File: src/rtl/cfg_i2c_pkg.sv
package cfg_i2c_pkg;

    localparam int          BYTE_W   = 8;
    localparam logic [6:0]  DEV_ADDR = 7'h69;

    typedef enum logic [1:0] {
        ENG_IDLE,
        ENG_RECV,
        ENG_ACK,
        ENG_IGNORE
    } eng_state_e;

    typedef enum logic [1:0] {
        STG_ADDR,
        STG_CMD,
        STG_COUNT,
        STG_DATA
    } stage_e;

    typedef struct packed {
        logic sda;
        logic scl_rise;
        logic scl_fall;
        logic start;
        logic stop;
    } bus_ev_t;

    typedef struct packed {
        logic              en;
        logic [7:0]        idx;
        logic [BYTE_W-1:0] data;
    } reg_wr_t;

    function automatic logic [BYTE_W-1:0] reg_default(int unsigned i);
        case (i)
            0:       return 8'h16;
            1:       return 8'hFF;
            default: return 8'h00;
        endcase
    endfunction

    function automatic stage_e stage_advance(stage_e s);
        case (s)
            STG_ADDR:  return STG_CMD;
            STG_CMD:   return STG_COUNT;
            default:   return STG_DATA;
        endcase
    endfunction

endpackage

File: src/rtl/i2c_line_sync.sv
module i2c_line_sync
    import cfg_i2c_pkg::*;
#(
    parameter int SYNC_STAGES = 2
) (
    input  logic    clk,
    input  logic    rst,
    input  logic    scl_i,
    input  logic    sda_i,
    output bus_ev_t ev
);
    logic [SYNC_STAGES:0] scl_p;
    logic [SYNC_STAGES:0] sda_p;

    always_ff @(posedge clk) begin
        if (rst) begin
            scl_p <= '1;
            sda_p <= '1;
        end else begin
            scl_p <= {scl_p[SYNC_STAGES-1:0], scl_i};
            sda_p <= {sda_p[SYNC_STAGES-1:0], sda_i};
        end
    end

    logic scl_now, scl_old, sda_now, sda_old;
    assign scl_now = scl_p[SYNC_STAGES-1];
    assign scl_old = scl_p[SYNC_STAGES];
    assign sda_now = sda_p[SYNC_STAGES-1];
    assign sda_old = sda_p[SYNC_STAGES];

    always_comb begin
        ev.sda      = sda_now;
        ev.scl_rise = scl_now & ~scl_old;
        ev.scl_fall = ~scl_now & scl_old;
        ev.start    = scl_now & scl_old & sda_old & ~sda_now;
        ev.stop     = scl_now & scl_old & ~sda_old & sda_now;
    end

endmodule

File: src/rtl/i2c_wr_engine.sv
module i2c_wr_engine
    import cfg_i2c_pkg::*;
#(
    parameter int NUM_REGS = 2
) (
    input  logic    clk,
    input  logic    rst,
    input  bus_ev_t ev,
    output reg_wr_t wr,
    output logic    sda_pull,
    output logic    ignoring,
    output logic    data_stage
);
    localparam int PTR_W = $clog2(NUM_REGS + 1);

    eng_state_e        state;
    stage_e            stage;
    logic [3:0]        bit_cnt;
    logic [BYTE_W-1:0] shreg;
    logic [PTR_W-1:0]  ptr;

    assign ignoring   = (state == ENG_IGNORE);
    assign data_stage = (stage == STG_DATA);

    always_ff @(posedge clk) begin
        if (rst) begin
            state    <= ENG_IDLE;
            stage    <= STG_ADDR;
            bit_cnt  <= '0;
            shreg    <= '0;
            ptr      <= '0;
            sda_pull <= 1'b0;
            wr       <= '0;
        end else begin
            wr.en <= 1'b0;
            if (ev.start) begin
                state    <= ENG_RECV;
                stage    <= STG_ADDR;
                bit_cnt  <= '0;
                ptr      <= '0;
                sda_pull <= 1'b0;
            end else if (ev.stop) begin
                state    <= ENG_IDLE;
                sda_pull <= 1'b0;
            end else begin
                case (state)
                    ENG_RECV: begin
                        if (ev.scl_rise && bit_cnt < 4'd8) begin
                            shreg   <= {shreg[BYTE_W-2:0], ev.sda};
                            bit_cnt <= bit_cnt + 4'd1;
                        end else if (ev.scl_fall && bit_cnt == 4'd8) begin
                            bit_cnt <= '0;
                            if (stage == STG_ADDR && shreg != {DEV_ADDR, 1'b0}) begin
                                state <= ENG_IGNORE;
                            end else begin
                                state    <= ENG_ACK;
                                sda_pull <= 1'b1;
                                if (stage == STG_DATA && ptr < PTR_W'(NUM_REGS)) begin
                                    wr.en   <= 1'b1;
                                    wr.idx  <= 8'(ptr);
                                    wr.data <= shreg;
                                    ptr     <= ptr + 1'b1;
                                end
                            end
                        end
                    end
                    ENG_ACK: begin
                        if (ev.scl_fall) begin
                            sda_pull <= 1'b0;
                            state    <= ENG_RECV;
                            stage    <= stage_advance(stage);
                        end
                    end
                    default: ;
                endcase
            end
        end
    end

endmodule

File: src/rtl/cfg_reg_bank.sv
module cfg_reg_bank
    import cfg_i2c_pkg::*;
#(
    parameter int NUM_REGS = 2
) (
    input  logic                       clk,
    input  logic                       rst,
    input  reg_wr_t                    wr,
    output logic [NUM_REGS*BYTE_W-1:0] cfg
);
    for (genvar g = 0; g < NUM_REGS; g++) begin : g_reg
        always_ff @(posedge clk) begin
            if (rst)
                cfg[g*BYTE_W +: BYTE_W] <= reg_default(g);
            else if (wr.en && wr.idx == 8'(g))
                cfg[g*BYTE_W +: BYTE_W] <= wr.data;
        end
    end

endmodule

File: src/rtl/cfg_i2c_slave.sv
module cfg_i2c_slave
    import cfg_i2c_pkg::*;
#(
    parameter int NUM_REGS    = 2,
    parameter int SYNC_STAGES = 2
) (
    input  logic                       clk,
    input  logic                       rst,
    input  logic                       scl_i,
    input  logic                       sda_i,
    output logic                       sda_pull_o,
    output logic [NUM_REGS*BYTE_W-1:0] cfg_o,
    output logic                       spread_en_o,
    output logic [1:0]                 fixed48_en_o,
    output logic [7:0]                 mem_clk_en_o
);
    bus_ev_t bus_ev;
    reg_wr_t reg_wr;
    logic    eng_ignoring;
    logic    eng_data_stage;

    i2c_line_sync #(.SYNC_STAGES(SYNC_STAGES)) u_sync (
        .clk   (clk),
        .rst   (rst),
        .scl_i (scl_i),
        .sda_i (sda_i),
        .ev    (bus_ev)
    );

    i2c_wr_engine #(.NUM_REGS(NUM_REGS)) u_eng (
        .clk        (clk),
        .rst        (rst),
        .ev         (bus_ev),
        .wr         (reg_wr),
        .sda_pull   (sda_pull_o),
        .ignoring   (eng_ignoring),
        .data_stage (eng_data_stage)
    );

    cfg_reg_bank #(.NUM_REGS(NUM_REGS)) u_regs (
        .clk (clk),
        .rst (rst),
        .wr  (reg_wr),
        .cfg (cfg_o)
    );

    assign spread_en_o  = cfg_o[3];
    assign fixed48_en_o = cfg_o[2:1];
    assign mem_clk_en_o = cfg_o[15:8];

endmodule

File: config.mk
export PLATFORM = sky130hd
export DESIGN_NAME = cfg_i2c_slave
export DESIGN_NICKNAME = d
export VERILOG_FILES = /design/src/rtl/cfg_i2c_pkg.sv /design/src/rtl/i2c_line_sync.sv /design/src/rtl/i2c_wr_engine.sv /design/src/rtl/cfg_reg_bank.sv /design/src/rtl/cfg_i2c_slave.sv
export SDC_FILE = /design/constraint.sdc
export NUM_CORES = 1
export LEC_CHECK = 0
export ABC_AREA = 0
export BUFFER_PORTS_ARGS = -buffer_cell sky130_fd_sc_hd__buf_2
export CORE_ASPECT_RATIO = 1.75
export CORE_MARGIN = 2
export CORE_UTILIZATION = 50
export DETAILED_ROUTE_END_ITERATION = 7
export GPL_ROUTABILITY_DRIVEN = 0
export PLACE_DENSITY = 0.71
export SLEW_MARGIN = 20
export SYNTH_ARGS = -nofsm -noshare
export SYNTH_HDL_FRONTEND = slang
export SYNTH_HIERARCHICAL = 1
export SYNTH_SLANG_ARGS = --single-unit
File: constraint.sdc
create_clock -name clk -period 3.9 [get_ports clk]
set_clock_uncertainty 0.1 [all_clocks]
set_input_delay 0.39 -clock clk [delete_from_list [all_inputs] [get_ports clk]]
set_output_delay 0.39 -clock clk [all_outputs]
set_load 0.1 [all_outputs]
# Word-level counts from Yosys, hierarchy flattened
# Cells that the tools add are included.
# totals
ff_bits	52
out_inout_bits	28
# classes
addsub	2
n_lt_le_gt_ge	2
eq_ne	14
muxes	16
bitwise	17
reduce_logical	22
# ops
op	count
2-to-1 mux 17 bit	1
AND reduction 4 bit	3
inverter 1 bit	10
zero test 8 bit	1
2-to-1 mux 4 bit	2
!= test 4 x 3 -> 1 bit, second input constant	2
!= test 8 bit, second input constant	1
case mux 2 bit (2 select lines)	2
bitwise AND 1 bit	7
2-to-1 mux 1 bit	7
AND reduction 7 bit	1
OR reduction 7 bit	1
equality test 2 x 1 -> 1 bit, second input constant	3
logical AND 1 bit	6
2-to-1 mux 2 bit	3
AND reduction 3 bit	2
AND reduction 6 bit	1
AND reduction 5 bit	1
adder 4 x 1 -> 4 bit, second input constant	1
equality test 2 bit, second input constant	2
equality test 4 bit, second input constant	1
less-than comparator 4 bit, second input constant	1
!= test 2 x 1 -> 1 bit, second input constant	2
!= test 2 bit, second input constant	2
9 further kinds	10

# Longest topological paths before layout
# Gate-level depths: netlist of run 1.
# depth
ltp_word	8
depth_mapped	8
ltp_nobuf	6

# Cells and area by module
# The synthesis of run 1 kept the hierarchy.
# by_module_without_submodules
mod	instances	cells_each	area_each_um2
i2c_wr_engine	1	140	1387.6
cfg_reg_bank	1	69	700.7
i2c_line_sync	1	17	197.7
cfg_i2c_slave	1	11	82.6

# Worst setup path after synthesis of run 1
# Ideal clock, no wire load.
# synth_path
path_kind	register -> output
startpoint	reg u_regs.cfg[3]
endpoint	out spread_en_o
arrival_time_ns	1.374
required_time_ns	3.410
slack_ns	2.036
stages_incl_launch_ff	2
path_cell_list	dfxtp_1 > buf_4
# synth_lines
item	line	rtl
start, declared	cfg_reg_bank.sv:9	output logic [NUM_REGS*BYTE_W-1:0] cfg
start signal, assigned by index	cfg_reg_bank.sv:14	cfg[g*BYTE_W +: BYTE_W] <= reg_default(g);
start signal, assigned by index	cfg_reg_bank.sv:16	cfg[g*BYTE_W +: BYTE_W] <= wr.data;
end, declared	cfg_i2c_slave.sv:13	output logic spread_en_o,
# No word-level cell between the ends.

==> metrics.cfg, run 1 <==
[worst_hold_path]
hold_path.startpoint=scl_i
min_path_type=in2reg

[sta]
worst_slew_pin_slew_ns=0.834
final.period_utilization_pct=52.8
slew_headroom_pct=44.4
finalCriticalPeriod_ns=2.06
finalSetupViolations=0
hold_viol=0
grt_setup_unrepaired=no
max_freq_ghz=0.486
finalSetupTns_ns=0
slew_violations=0

[worst_setup_path]
rr_startpoint=u_sync/scl_p[2]$_SDFF_PP1_
crit_fanout=10
start_kind=register
worst_ep_required_time_ns=3.99
critPathCaptureType=register
cp_num_buf_inv=0
cp_top_family=simple AND/OR/NAND/NOR gates
critical_path_arrival_ns=2.15
path_cells=nor2b_1 -> nand4b_4 -> or4_1 -> o22a_2
worstSetupStartpoint=u_sync/scl_p[2]$_SDFF_PP1_
crit_type=reg2reg
critical_path.slowest_cell=or4_1
cpPeakStageDelay_ns=0.69

[global_route]
grt_use_total_pct=16.1
grt-ovfl-total=0
grt_pass1_vias=1440
grt_pass1_wl_um=6680
grt_max_degree=57
antenna_found_initial=0

[power_and_ir_drop]
ir_drop_uv=359
p_leak_nw=0.983
powerDensity_nw_per_um2=367

[floorplan]
die_h_um=94.7
die_w_um=55.8
fp-row-count=33
dieArea_sq_um=5290
core_area_sq_um=4620
start_util_pct=50.8
ios=32

[clock_network]
postCtsSetupBuffers=0
clockRootBuffer=clkbuf_8
cts_max_level=2
cts.sinks=52
cts_tree=built
cts_resized=0
cts_buffer_depth=2
worst_skew_pair.late_latency_ns=0.30
path_clk_slew_ns=0.08
cts_hold_buf=0
numCtsBuffers=5

[placement]
dp_hpwl_um=2860
port_buffers=31
placed_area_sq_um=2410

[yosys]
syn_area_per_cell_sq_um=10.0
synth_warnings=6
syn_area_sq_um=2350
netlist_instances=235

[flow_run]
max_cap_violations=0

[final_layout]
area_delta_synth_final_pct=6.98
fin_nets=260
layout_commonest_cell=dfxtp_1
fin_area_sq_um=2510
final_cell_mix=dfxtp_1, nor2_1, buf_2
nFillCells=450
drive_gt1_share_pct=23.5
num_antenna_cells=0

[run_status]
status=finished clean

[drt]
drtIter0Drc=43
avgViaCountPerCell=5.27
drc=0
dr.pass1.iters=4
via_count=1596
ant_nets=0
routed_wl_um=4010
wl_per_cell_um=13.2

## metrics by stage
stage / util, % / total power, mW / std cells / setup WS, ns / hold slack, ns
2_1_floorplan: - / 0.587 / 240 / 2.04 / 0.283
3_3_place_gp: 52.2 / 0.590 / 297 / 1.79 / 0.286
3_5_place_dp: 52.2 / 0.591 / 297 / 1.75 / 0.291
4_1_cts: 54.4 / 0.934 / 303 / 1.83 / 0.157
5_1_grt: 54.4 / 0.955 / 303 / 1.66 / 0.156
6_report: 54.4 / 0.923 / 303 / 1.84 / 0.165
## area by class of cell
| cell class | count | area [sq um] | share of cell area, % |
|---|---|---|---|
| Inverter | 7 | 40.0 | 1.59 |
| Tap cell | 52 | 65.1 | 2.59 |
| Clock buffer | 5 | 68.8 | 2.74 |
| Clock inverter | 1 | 30.0 | 1.19 |
| Timing Repair Buffer | 31 | 155 | 6.17 |
| Sequential cell | 52 | 1040 | 41.4 |
| Multi-Input combinational cell | 155 | 1110 | 44.3 |
## final timing paths
kind | cells past startpoint | slack [ns] | endpoint
worst max-delay path | 4 | 1.84 | u_eng/wr[6]$_SDFFE_PP0P_
worst min register to register | 1 | 0.31 | u_sync/sda_p[1]$_SDFF_PP1_
worst max register to register | 4 | 1.84 | u_eng/wr[6]$_SDFFE_PP0P_
worst min-delay path | 2 | 0.16 | u_sync/scl_p[0]$_SDFF_PP1_
## flip-flops by register name, indices dropped and copies added, names as in the netlist
register and flops:
u_eng/ptr 2, u_eng/bit_cnt 4, u_eng/sda_pull 1, u_eng/stage 2
u_sync/scl_p 3, u_eng/wr 11, u_regs/cfg 16, u_eng/state 2
u_sync/sda_p 3, u_eng/shreg 8
## layer usage
layer | vias to the layer above | GRT usage [%] | wire length [um]
met5 | - | 0 | 0
met4 | 0 | 7.74 | 94
met3 | 8 | 3.15 | 172
met2 | 41 | 29.2 | 2110
met1 | 733 | 17.8 | 1630
li1 | 814 | - | -
## report_power, final
group / switching, mW / total [mW] / internal [mW] / leakage, nW
Combinational: 0.0262 / 0.0411 / 0.0150 / 0.512
Clock: 0.161 / 0.345 / 0.184 / 0.0501
Sequential: 0.00242 / 0.537 / 0.535 / 0.421
No activity file was read; power rests on OpenSTA's default activity.
==> inputs of run 2 (changes only) <==
--- a/config.mk
+++ b/config.mk
@@ -12,7 +12,7 @@
 export CORE_UTILIZATION = 50
 export DETAILED_ROUTE_END_ITERATION = 7
 export GPL_ROUTABILITY_DRIVEN = 0
-export PLACE_DENSITY = 0.71
+export PLACE_DENSITY = 0.74
 export SLEW_MARGIN = 20
 export SYNTH_ARGS = -nofsm -noshare
 export SYNTH_HDL_FRONTEND = slang
==> constraint.sdc (replaced) <==
create_clock -name clk -period 1.68 [get_ports clk]
set_clock_uncertainty 0.1 [all_clocks]
set_input_delay 0.168 -clock clk [delete_from_list [all_inputs] [get_ports clk]]
set_output_delay 0.168 -clock clk [all_outputs]
set_load 0.1 [all_outputs]
==> run 2 against run 1 <==
  * The flow now finishes with violations (setup timing)
  * Die area unchanged
  * Register-to-register slack worse by 1.9 ns
  * Clock-buffer cell count is 1 higher
  * Hold slack improved by 0.017 ns
  * First-iteration DRC count shrank 16%
  * Cell area increased by 11%
  * Final cell count is 9.2% higher
  * Critical endpoint is now u_eng/sda_pull$_SDFFE_PP0P_
  * Largest cell class unchanged
  * Largest power group unchanged
==> metrics.cfg, run 2 (synthesized netlist as in run 1, its figures left out) <==
[run_status]
status=complete, but fails checks
violations=setup timing

[final_layout]
num_antenna_cells=0  ; unchanged
reg_top3=u_regs/cfg x16, u_eng/wr x11, u_eng/shreg x8
largest_reg_flops=16  ; unchanged
final_util_pct=60.4  ; +6.1 points
drive_gt1_share_pct=36.6  ; +13 points
fin_nets=287  ; +10%
fin_area_sq_um=2790  ; +11%
layout_commonest_cell=dfxtp_1
final_cell_mix=dfxtp_1, nor2_1, buf_2
area_delta_synth_final_pct=18.9
regMostFlops=u_regs/cfg

[worst_setup_path]
critPathCaptureType=register
crit_type=reg2reg
critical_path_arrival_ns=1.82  ; -0.33 ns
crit_fanout=4  ; -6
start_kind=register
worst_ep_required_time_ns=1.79  ; -2.20 ns

[power_and_ir_drop]
seq_power_share_pct=61.6  ; +3.4 points
p_leak_nw=1.13  ; +15%
p_int_mw=1.59  ; +120%
pwr-share-clk_pct=32.0  ; -5.4 points
ir_drop_uv=592  ; +65%
power.share.combinational_pct=6.5  ; +2.0 points
p_sw_mw=0.445  ; +130%
swShare_pct=21.9  ; +1.4 points
powerDensity_nw_per_um2=727  ; +98%

[clock_network]
cts_buffer_depth=2  ; unchanged
cts.sinks=52  ; unchanged
cts_max_level=2  ; unchanged
clockRootBuffer=clkbuf_8
cts_tree=built
worst_skew_pair.late_latency_ns=0.30  ; about the same
path_clk_slew_ns=0.09  ; about the same
numCtsBuffers=5  ; unchanged

[floorplan]
fp-row-count=33  ; unchanged
dieArea_sq_um=5290  ; unchanged
ios=32  ; unchanged
core_area_sq_um=4620  ; unchanged
die_h_um=94.7  ; unchanged
start_util_pct=50.8  ; unchanged
die_w_um=55.8  ; unchanged

[sta]
finalCriticalPeriod_ns=1.71  ; -0.352 ns
finalSetupTns_ns=-0.0857  ; -0.0857 ns
final.period_utilization_pct=102  ; +49 points
setup_ws_ns=-0.0261  ; -1.87 ns
finalSetupViolations=7  ; +7
hold_viol=0  ; unchanged
timing.hold.ws_ns=0.182  ; +0.0170 ns
max_freq_ghz=0.586  ; +21%
grt_setup_unrepaired=yes
slew_violations=0  ; unchanged

[placement]
port_buffers=31  ; unchanged
dp_hpwl_um=3090  ; +8.2%
dp_slack_ns=-0.0777  ; -1.83 ns
placed_area_sq_um=2660  ; +10%

[global_route]
grt-ovfl-total=0  ; unchanged
grt_pass1_vias=1719  ; +19%
grt_use_total_pct=17.5  ; +1.4 points
use_met1_pct=16.9  ; -0.86 points
grt.met3_usage_pct=3.15  ; unchanged
grt_max_degree=55  ; -3.5%
grt.met2_usage_pct=34.1  ; +5.0 points
antenna_found_initial=0  ; unchanged
grt_pass1_wl_um=7330  ; +9.7%
busiest_layer=met2

[drt]
drc=0  ; unchanged
avgViaCountPerCell=5.21  ; -1.1%
drtIter0Drc=36  ; -16%
routed_wl_um=4300  ; +7.4%
dr.pass1.iters=4  ; unchanged
wl_per_cell_um=13.0  ; -1.7%
ant_nets=0  ; unchanged
via_count=1725  ; +8.1%

[flow_run]
max_cap_violations=0  ; unchanged

[worst_hold_path]
min_path_type=in2reg

## run 2: cell types whose count changed in the layout (fill, tap and decap cells not counted), moves of 3 or more
cell,previous run,this run
buf_4,0,20
dfxtp_1,52,47
dfxtp_2,0,5
inv_1,6,3
inv_2,0,3
## run 2: final timing paths
kind                                                     to  slack (ns)                        from  cells after the start
worst min-delay path            u_eng/state[1]$_SDFFE_PP0P_        0.18                         rst                      4
worst max-delay path            u_eng/sda_pull$_SDFFE_PP0P_       -0.03  u_sync/scl_p[2]$_SDFF_PP1_                      6
worst max register to register  u_eng/sda_pull$_SDFFE_PP0P_       -0.03  u_sync/scl_p[2]$_SDFF_PP1_                      6
worst min register to register   u_sync/sda_p[1]$_SDFF_PP1_        0.32  u_sync/sda_p[0]$_SDFF_PP1_                      1
## run 2: metal layers
layer	vias to the layer above	part of all wire, %
li1	868	-
met1	793	38
met2	50	54
met3	14	4.2
met4	0	3.4
met5	-	0
## run 2: per-stage QoR
step	total power [mW]	instances
2_1_floorplan	1.37	240
3_5_place_dp	1.40	321
6_report	2.03	331
5_1_grt	2.11	331
4_1_cts	2.05	331
3_3_place_gp	1.40	321
## run 2: layout make-up
| class | instances | area, sq um |
|---|---|---|
| clock inverter | 1 | 5.00 |
| timing repair buffer | 57 | 388 |
| tap | 52 | 65.1 |
| clock buffer | 6 | 72.6 |
| fill | 432 | 1830 |
| inverter | 7 | 40.0 |
| sequential | 52 | 1050 |
| multi-input combinational | 156 | 1180 |
## run 2: power groups by stage
stage	sequential (mW)	clock, mW	combinational (mW)
finish	1.25	0.649	0.131
global route	1.25	0.715	0.145
detailed placement	1.28	0	0.120
floorplan	1.28	0	0.0969
global placement	1.28	0	0.120
CTS	1.25	0.674	0.129
## run 2: worst max-delay path, cell delays in order, from the launching register on
cell and delay (ns):
dfxtp_2 0.36, nor2b_4 0.18, buf_4 0.14, and4b_2 0.22, nand2_1 0.05, or4_1 0.50, o31ai_1 0.07
## run 2: timing repair
action,CTS,global route
gates cloned,0,1
pin swaps,3,2
hold buffers,2,0
endpoints found under the setup margin,13,21
hold endpoints to repair,2,0
resized for setup,7,5
buffers inserted,1,0
==> inputs of run 3 (changes only) <==
--- a/config.mk
+++ b/config.mk
@@ -12,6 +12,7 @@
 export CORE_UTILIZATION = 50
 export DETAILED_ROUTE_END_ITERATION = 7
 export GPL_ROUTABILITY_DRIVEN = 0
+export GPL_TIMING_DRIVEN = 0
 export PLACE_DENSITY = 0.74
 export SLEW_MARGIN = 20
 export SYNTH_ARGS = -nofsm -noshare
==> run 3 against run 2 <==
  * The flow still finishes with violations (setup timing)
  * Cell area up 6.1%
  * Power is 5.7% higher
  * Register-to-register slack lost 0.05 ns
  * Global-route usage increased by 1.3 points
  * Critical path depth fell by 1
  * Clock-buffer cell count grew 1
  * Non-clock buffer count increased by 17
  * Worst setup slack worse by 0.054 ns
  * Fmax shrank 3.1%
  * First-iteration DRC count increased by 67%
  * Via count is 5.9% higher
  * Critical path type unchanged
  * Largest cell class unchanged
  * Highest routed layer unchanged
==> metrics.cfg, run 3 (synthesized netlist as in run 1, its figures left out) <==
[drt]
dr.pass1.iters=4  ; unchanged
ant_nets=0  ; unchanged
routed_wl_um=4760  ; +11%
drc=0  ; unchanged
avgViaCountPerCell=5.23  ; +0.45%
wl_per_cell_um=13.6  ; +4.9%
via_count=1827  ; +5.9%
drtIter0Drc=60  ; +67%

[sta]
grt_setup_unrepaired=yes
hold_viol=0  ; unchanged
max_freq_ghz=0.568  ; -3.1%
finalSetupViolations=10  ; +3
slew_violations=0  ; unchanged
setup_ws_ns=-0.0798  ; -0.0537 ns
final.period_utilization_pct=105  ; +3.2 points
finalCriticalPeriod_ns=1.76  ; +0.0537 ns
finalSetupTns_ns=-0.452  ; -0.366 ns

[floorplan]
die_w_um=55.8  ; unchanged
fp-row-count=33  ; unchanged
start_util_pct=50.8  ; unchanged
dieArea_sq_um=5290  ; unchanged
core_area_sq_um=4620  ; unchanged
ios=32  ; unchanged
die_h_um=94.7  ; unchanged

[flow_run]
max_cap_violations=0  ; unchanged

[placement]
port_buffers=31  ; unchanged
dp_hpwl_um=3090  ; -0.23%
placed_area_sq_um=2630  ; -0.94%
placed_cells=323  ; +0.62%

[worst_setup_path]
critPathCaptureType=register
critical_path_arrival_ns=1.86  ; +0.04 ns
worst_ep_required_time_ns=1.78  ; about the same
start_kind=register
cp_num_buf_inv=1  ; unchanged
critical_path.slowest_cell=or4_4
cp_top_family=simple AND/OR/NAND/NOR gates
crit_type=reg2reg
path_cells=nor2b_4 -> buf_6 -> nand4b_4 -> or4_4 -> o22a_2
cpPeakStageDelay_ns=0.56  ; +0.06 ns
crit_fanout=5  ; +1

[clock_network]
worst_skew_pair.late_latency_ns=0.30  ; about the same
clockRootBuffer=clkbuf_8
path_clk_slew_ns=0.09  ; about the same
numCtsBuffers=5  ; unchanged
cts_max_level=2  ; unchanged
cts_tree=built
cts.sinks=52  ; unchanged
cts_buffer_depth=2  ; unchanged

[final_layout]
regMostFlops=u_regs/cfg
layout_commonest_cell=dfxtp_1
num_antenna_cells=0  ; unchanged
largest_reg_flops=16  ; unchanged
area_delta_synth_final_pct=26.1
fin_area_sq_um=2960  ; +6.1%
fin_nets=304  ; +5.9%
fin_cells=349  ; +5.4%
final_cell_mix=dfxtp_1, nor2_1, buf_4, buf_2, mux2i_1
drive_gt1_share_pct=40.4  ; +3.8 points
reg_top3=u_regs/cfg x16, u_eng/wr x11, u_eng/shreg x8

[power_and_ir_drop]
p_total_mw=2.15  ; +5.7%
swShare_pct=22.8  ; +0.93 points
powerDensity_nw_per_um2=725  ; -0.32%
p_sw_mw=0.491  ; +10%
seq_power_share_pct=58.2  ; -3.4 points
power.share.combinational_pct=7.5  ; +1.0 points
ir_drop_uv=763  ; +29%
p_leak_nw=1.20  ; +6.3%
pwr-share-clk_pct=34.3  ; +2.3 points
p_int_mw=1.66  ; +4.5%

[global_route]
antenna_found_initial=0  ; unchanged
grt_pass1_vias=1773  ; +3.1%
grt_pass1_wl_um=7800  ; +6.4%
grt_max_degree=16  ; -71%
grt-ovfl-total=0  ; unchanged
grt_use_total_pct=18.8  ; +1.3 points

[run_status]
status=complete, but fails checks
violations=setup timing

[worst_hold_path]
min_path_type=in2reg

[run 3: final timing paths]
check / from / end / slack (ns) / cells past startpoint
setup / recovery: u_sync/scl_p[2]$_SDFF_PP1_ / u_eng/wr[4]$_SDFFE_PP0P_ / -0.08 / 5
hold / removal: rst / u_sync/scl_p[2]$_SDFF_PP1_ / 0.1 / 2
setup reg to reg: u_sync/scl_p[2]$_SDFF_PP1_ / u_eng/wr[4]$_SDFFE_PP0P_ / -0.08 / 5
hold reg to reg: u_sync/sda_p[0]$_SDFF_PP1_ / u_sync/sda_p[1]$_SDFF_PP1_ / 0.31 / 1
[run 3: worst reg2reg max path, delay by kind of cell (launching register included)]
family | cells | cell delay, ns
simple gates | 3 | 0.85
flops | 1 | 0.36
compound gates | 1 | 0.25
buf+inv | 1 | 0.11
[run 3: layout make-up]
class / count / area (sq um)
plain buffers: 24 / 158
clock buffers: 7 / 86.3
clock inverters: 1 / 7.51
fillers: 389 / 1660
inverters: 7 / 40.0
multi-input cells: 156 / 1220
flip-flops and latches: 52 / 1050
well taps: 52 / 65.1
repair buffers: 50 / 335
[run 3: power groups by stage]
stage               Clock, mW  Sequential, mW  Combinational (mW)
CTS                     0.757            1.25               0.151
floorplan                   0            1.28              0.0969
global placement            0            1.28               0.122
detailed placement          0            1.28               0.124
finish                  0.736            1.25               0.162
global route            0.796            1.25               0.180
[run 3: routing by layer]
| metal | vias up | global-route usage [%] | share of wire, % |
|---|---|---|---|
| met3 | 11 | 3.42 | 3.8 |
| li1 | 909 | - | - |
| met5 | - | 0 | 0 |
| met1 | 856 | 17.5 | 37 |
| met2 | 51 | 39.1 | 57 |
| met4 | 0 | 7.34 | 2.6 |
[run 3: per-stage QoR]
| stage | utilization, % | hold slack (ns) | setup WS (ns) |
|---|---|---|---|
| final | 64.1 | 0.0988 | -0.0798 |
| after global routing | 64.1 | 0.106 | -0.135 |
| after CTS | 62.8 | 0.0899 | -0.0508 |
| after detailed placement | 57.0 | 0.250 | -0.301 |
| after global placement | 57.0 | 0.246 | -0.273 |
| after floorplan | - | 0.165 | -0.0203 |
[run 3: repair_timing]
item                       in CTS  in global routing
cloned                          1                  0
hold endpoints to repair        2                  0
resized for setup              12                 11
pin swaps                       8                  4
setup buffers                  15                  2
hold buffers                    2                  0
setup endpoints to repair      30                 27
